[config.mk]
export PLATFORM = sky130hd
export DESIGN_NAME = burst_packetizer
export DESIGN_NICKNAME = d
export VERILOG_FILES = /design/src/rtl/pkt_pkg.sv /design/src/rtl/pkt_beat_counter.sv /design/src/rtl/pkt_rx_time.sv /design/src/rtl/pkt_tx_stamp.sv /design/src/rtl/burst_packetizer.sv
export SDC_FILE = /design/constraint.sdc
export NUM_CORES = 1
export LEC_CHECK = 0
export BUFFER_PORTS_ARGS = -buffer_cell sky130_fd_sc_hd__buf_2
export CAP_MARGIN = 15
export CORE_UTILIZATION = 40
export DETAILED_ROUTE_END_ITERATION = 8
export PLACE_DENSITY_LB_ADDON = 0.15
export SETUP_SLACK_MARGIN = 0.2
export SYNTH_ARGS = -nofsm -noshare
export SYNTH_HDL_FRONTEND = slang
export SYNTH_HIERARCHICAL = 1
export SYNTH_SLANG_ARGS = --single-unit
[constraint.sdc]
create_clock -name clk -period 10.1 [get_ports clk]
set_input_delay 3.03 -clock clk [delete_from_list [all_inputs] [get_ports clk]]
set_output_delay 3.03 -clock clk [all_outputs]
set_load 0.01 [all_outputs]
[src/rtl/pkt_pkg.sv]
package pkt_pkg;

    localparam int TS_W = 64;

    typedef logic [TS_W-1:0] ts_t;

    // Side-band fields travelling with each incoming sample.
    typedef struct packed {
        logic last;
        logic eob;
        logic has_time;
    } in_side_t;

    // Side-band fields travelling with each outgoing sample.
    typedef struct packed {
        logic last;
        logic eob;
        logic has_time;
        ts_t  stamp;
    } out_side_t;

    function automatic ts_t ts_add(input ts_t base, input ts_t offset);
        return base + offset;
    endfunction

    function automatic logic is_pow2(input int n);
        return (n > 0) && ((n & (n - 1)) == 0);
    endfunction

endpackage

[src/rtl/pkt_beat_counter.sv]
module pkt_beat_counter #(
    parameter int PKT_LEN = 256
) (
    input  logic clk,
    input  logic rst,
    input  logic fire,
    input  logic burst_end,
    output logic pkt_first,
    output logic pkt_last
);
    import pkt_pkg::*;

    localparam int CNT_W = (PKT_LEN > 2) ? $clog2(PKT_LEN) : 1;
    localparam logic [CNT_W-1:0] LIMIT = CNT_W'(PKT_LEN - 1);

    logic [CNT_W-1:0] count;
    logic             at_limit;

    generate
        if (is_pow2(PKT_LEN)) begin : g_pow2
            assign at_limit = &count;
        end else begin : g_any
            assign at_limit = (count == LIMIT);
        end
    endgenerate

    assign pkt_first = (count == '0);
    assign pkt_last  = at_limit || burst_end;

    always_ff @(posedge clk) begin
        if (rst) begin
            count <= '0;
        end else if (fire) begin
            if (pkt_last) count <= '0;
            else          count <= count + 1'b1;
        end
    end

    p_count_hold_r4: assert property (@(posedge clk) disable iff (rst)
        !fire |=> $stable(count));

    p_count_restart_r4: assert property (@(posedge clk) disable iff (rst)
        fire && pkt_last |=> count == '0);

    p_count_step_r2: assert property (@(posedge clk) disable iff (rst)
        fire && !pkt_last |=> count == $past(count) + 1'b1);

endmodule

[src/rtl/pkt_rx_time.sv]
module pkt_rx_time (
    input  logic          clk,
    input  logic          rst,
    input  logic          in_valid,
    input  logic          fire,
    input  logic          in_last,
    input  logic          in_has_time,
    input  pkt_pkg::ts_t  in_time,
    input  logic          consume,
    output logic          ts_avail,
    output pkt_pkg::ts_t  base_time
);
    import pkt_pkg::*;

    logic in_first;
    logic pending;
    ts_t  rx_time;
    logic cap;

    assign cap       = in_valid && in_first && in_has_time;
    assign ts_avail  = pending || cap;
    assign base_time = cap ? in_time : rx_time;

    always_ff @(posedge clk) begin
        if (rst) begin
            in_first <= 1'b1;
            pending  <= 1'b0;
            rx_time  <= '0;
        end else if (fire) begin
            in_first <= in_last;
            if (cap) begin
                rx_time <= in_time;
                pending <= !consume;
            end else if (consume) begin
                pending <= 1'b0;
            end
        end
    end

    p_pending_clear_r6: assert property (@(posedge clk) disable iff (rst)
        consume && !cap |=> !pending);

    p_capture_r5: assert property (@(posedge clk) disable iff (rst)
        fire && cap && !consume |=> pending && (rx_time == $past(in_time)));

    p_pending_idle_r5: assert property (@(posedge clk) disable iff (rst)
        !fire |=> $stable(pending) && $stable(rx_time));

endmodule

[src/rtl/pkt_tx_stamp.sv]
module pkt_tx_stamp (
    input  logic          clk,
    input  logic          rst,
    input  logic          present,
    input  logic          fire,
    input  pkt_pkg::ts_t  base_time,
    input  pkt_pkg::ts_t  offset,
    output pkt_pkg::ts_t  stamp
);
    import pkt_pkg::*;

    logic hold_vld;
    ts_t  hold_time;
    ts_t  sum;

    assign sum   = ts_add(base_time, offset);
    assign stamp = hold_vld ? hold_time : sum;

    always_ff @(posedge clk) begin
        if (rst) begin
            hold_vld  <= 1'b0;
            hold_time <= '0;
        end else if (fire) begin
            hold_vld  <= 1'b0;
        end else if (present && !hold_vld) begin
            hold_vld  <= 1'b1;
            hold_time <= sum;
        end
    end

    p_stall_hold_r8: assert property (@(posedge clk) disable iff (rst)
        present && !fire |=> $stable(stamp));

    p_release_r8: assert property (@(posedge clk) disable iff (rst)
        fire |=> !hold_vld);

endmodule

[src/rtl/burst_packetizer.sv]
module burst_packetizer #(
    parameter int DATA_W  = 32,
    parameter int PKT_LEN = 256
) (
    input  logic              clk,
    input  logic              rst,
    input  logic [DATA_W-1:0] in_data,
    input  logic              in_valid,
    output logic              in_ready,
    input  logic              in_last,
    input  logic              in_eob,
    input  logic              in_has_time,
    input  logic [63:0]       in_time,
    input  logic [63:0]       tx_offset,
    output logic [DATA_W-1:0] out_data,
    output logic              out_valid,
    input  logic              out_ready,
    output logic              out_last,
    output logic              out_eob,
    output logic              out_has_time,
    output logic [63:0]       out_time
);
    import pkt_pkg::*;

    in_side_t  side_in;
    out_side_t side_out;

    logic fire;
    logic burst_end;
    logic pkt_first;
    logic pkt_last;
    logic ts_avail;
    logic present;
    logic consume;
    ts_t  base_time;
    ts_t  stamp;

    assign side_in = '{last: in_last, eob: in_eob, has_time: in_has_time};

    assign fire      = in_valid && out_ready;
    assign burst_end = side_in.eob && side_in.last;
    assign present   = in_valid && pkt_first && ts_avail;
    assign consume   = fire && pkt_first && ts_avail;

    pkt_beat_counter #(.PKT_LEN(PKT_LEN)) u_cnt (
        .clk       (clk),
        .rst       (rst),
        .fire      (fire),
        .burst_end (burst_end),
        .pkt_first (pkt_first),
        .pkt_last  (pkt_last)
    );

    pkt_rx_time u_rx (
        .clk         (clk),
        .rst         (rst),
        .in_valid    (in_valid),
        .fire        (fire),
        .in_last     (side_in.last),
        .in_has_time (side_in.has_time),
        .in_time     (in_time),
        .consume     (consume),
        .ts_avail    (ts_avail),
        .base_time   (base_time)
    );

    pkt_tx_stamp u_stamp (
        .clk       (clk),
        .rst       (rst),
        .present   (present),
        .fire      (fire),
        .base_time (base_time),
        .offset    (tx_offset),
        .stamp     (stamp)
    );

    always_comb begin
        side_out.last     = in_valid && pkt_last;
        side_out.eob      = in_valid && burst_end;
        side_out.has_time = present;
        side_out.stamp    = present ? stamp : '0;
    end

    assign in_ready     = out_ready;
    assign out_data     = in_data;
    assign out_valid    = in_valid;
    assign out_last     = side_out.last;
    assign out_eob      = side_out.eob;
    assign out_has_time = side_out.has_time;
    assign out_time     = side_out.stamp;

    p_eob_last_r3: assert property (@(posedge clk) disable iff (rst)
        out_eob |-> out_last);

    p_time_on_valid_r6: assert property (@(posedge clk) disable iff (rst)
        out_has_time |-> out_valid);

    p_one_stamp_r6: assert property (@(posedge clk) disable iff (rst)
        out_has_time && out_valid && out_ready && !out_last |=> !out_has_time);

    p_stall_flag_r8: assert property (@(posedge clk) disable iff (rst)
        out_has_time && !out_ready |=> out_has_time);

    p_zero_time_r7: assert property (@(posedge clk) disable iff (rst)
        !out_has_time |-> out_time == '0);

endmodule

==> run metrics <==
grt ovf=0; DRC errors left=34; most frequent cells in the layout=buf_2 (202), nand2_1 (155), dfxtp_1 (138), nand2b_1 (132), o21ai_0 (113); CP Max Fanout=14; Max IR drop VDD=around 0.11 mV; Top Ports=268; Tmin final=9.80 ns; Crit path largest cell delay=~0.47 ns; Buf+Inv Stages, Crit Path=4; die outline width=between 150 and 200 µm; critical path capture point type=output pin; vias in the first global route=11200; CP cell instances=buf_2, nand3_4, buf_4, clkbuf_16, mux2_2, ha_1, nand4_1, a31oi_1, o31ai_2, a21oi_2, o211a_1, o21ai_1, a21oi_1, a311oi_1, and4_1, buf_2; failing checks=design-rule violations; cell family with most CP delay=compound AO/OA/AOI/OAI gates; setup tns final=0 ns; die area=32100 µm²; Worst Path Arrival=6.77 ns; cell with the largest stage delay on the worst path=o31ai_2; CTS tree=built; Die Y=~180 µm; Worst Hold Slack=~0.46 ns; routed vias=11800; critical path class=input port to output pin; Final Max Tran Viols=0; Fmax=102 MHz; DRT Pass-1 Iters=7; Sink Count=roughly 140; Antenna Nets Post-Route=0; Synthesis Warnings=6; Slew @ Worst Pin=roughly 1 ns; syn nets=about 1800; core area=30700 µm²; Avg Cell Area, Syn=7.95 µm²; GRT Util Overall=0.235; Placed Instances=a little over 2000; initial antenna violation count=0; DP HPWL=27300 µm; fill count=3123; Max-slew headroom=0.310; PwrDens=125 nW/µm²; top sig layer=met4; CP required=just over 7 ns; Final Non-Filler Cells=2101; # Max-Cap Violations=0; metal3 WL=2240 µm; first-pass GRT wire length=59200 µm; synthesized flop and latch total=~140; sequential share of the synthesized area=0.222; nets=1925; Placed Instance Area=13400 µm²; Yosys cell types=84; Main synth FF type=dfxtp_1; initial core utilization=0.408; Post-synth EDFFs=0; Fin. Hold Viols=0; Netlist Area Pre-Place=12500 µm²; final setup violation count=0; largest net degree at the start of global routing=118; Final Cycle Share=0.970; P_leak=0.00598 µW; clock skew=0.00891 ns; post-synthesis async set-or-reset flop share=0; most frequent CP cell=buf_2; most common cell after layout, fill and taps aside=buf_2; post-route cell area=14400 µm²; Initial DRC Count=just under 800; status=finished with violations; Vias/cell=5.63; HP Class=flip-flop to flip-flop; FP Rows=64; CTS root buf=clkbuf_16; # port buffers=203; final WL=38500 µm; met2 wire length=17600 µm; Layout area overhead=14.6%; Reg clk slew, reported paths=0.07 ns; area of the multi-input gates=8850 µm²; CTS Hold Bufs=0; TritonCTS buffer count=17; RSZ-0062 raised after global routing=yes; fraction of layout instances using a drive strength above 1=0.252; WL met1=18100 µm; routed len/inst=18.3 µm; H-tree Lvls=4; routability cong.=0.904; Max clock buf depth=2; type of origin of the critical path=input port; number of diodes=0; post-synthesis cell count=about 1600; total area of sequential cells=roughly 2800 µm²; Worst-Skew Late Latency=0.44 ns
stage by stage:
step	power, µW	util	setup slack, ns
after floorplan	938	-	0.725
after global placement	1060	0.436	0.153
after detailed placement	1070	0.436	0.155
after CTS	1790	0.457	0.215
after global routing	1880	0.468	0.121
final	1790	0.468	0.301
area by class of cell:
class	instances	area share
Multi-Input combinational cell	1253	0.616
Sequential cell	139	0.194
Timing Repair Buffer	255	0.104
Tap cell	396	0.0345
Clock buffer	19	0.0323
Clock inverter	13	0.0131
Inverter	26	0.00679
sequential cells by signal, summed over array words and instances (netlist names):
register / cells
u_rx/rx_time: 64
u_rx/pending: 1
u_stamp/hold_time: 64
u_stamp/hold_vld: 1
u_rx/in_first: 1
u_cnt/count: 8
routing by layer:
metal | GRT usage | vias to the layer above
li1 | - | 5879
met3 | 0.0441 | 32
met2 | 0.383 | 344
met5 | 0 | -
met1 | 0.315 | 5566
met4 | 0.0606 | 0
worst reg2reg max path: stages, from the launching register on:
cell     delay (ns)
dfxtp_1        0.36
inv_1          0.08
ha_1           0.13
or4b_2         0.59
nor4_2         0.79
buf_4          0.59
and3_1         0.36
and3_1         0.50
buf_4          0.44
nand2_1        0.35
nor4b_1        0.36
a311o_1        0.15
synth_stat cells, types with 36 or more instances:
cell type	n	area (µm²)
a21oi_1	102	510
and4_1	66	578
buf_4	43	323
clkbuf_1	64	240
dfxtp_1	139	2780
ha_1	65	813
mux2_2	70	788
mux2i_1	67	671
nand2_1	155	582
nand2b_1	133	832
nand4_1	36	225
nor2_1	86	323
o21ai_0	117	586
report_power, final:
part,switching [µW],internal [µW],leakage (µW)
Combinational,301,203,0.00454
Clock,275,436,0.000311
Sequential,10.1,566,0.00113
path summary, 6_finish.rpt:
| path | from | depth (start not counted) | slack, ns | end |
|---|---|---|---|---|
| max reg2reg | u_cnt/count[0] | 11 | 5.35 | u_stamp/hold_time[52] |
| min reg2reg | u_stamp/hold_time[0] | 2 | 0.46 | u_stamp/hold_time[0] |
| max | in_valid | 16 | 0.30 | out_time[43] |
| min | u_stamp/hold_time[0] | 2 | 0.46 | u_stamp/hold_time[0] |
what timing repair did:
item	4_1_cts	5_1_grt
cloned	0	2
pin swaps	0	11
buffers inserted	0	12
endpoints found under the setup margin	5	18
resized for setup	2	34
kinds of logic after synthesis:
| family | share of synthesized area |
|---|---|
| AO/OA/AOI/OAI | 0.201 |
| XOR/XNOR | 0.0433 |
| adder cells (fa/ha/maj) | 0.0664 |
| buffers and inverters | 0.0878 |
| flip-flops | 0.222 |
| multiplexers | 0.116 |
| AND/OR/NAND/NOR | 0.263 |
(Power assumes the default switching activity.)
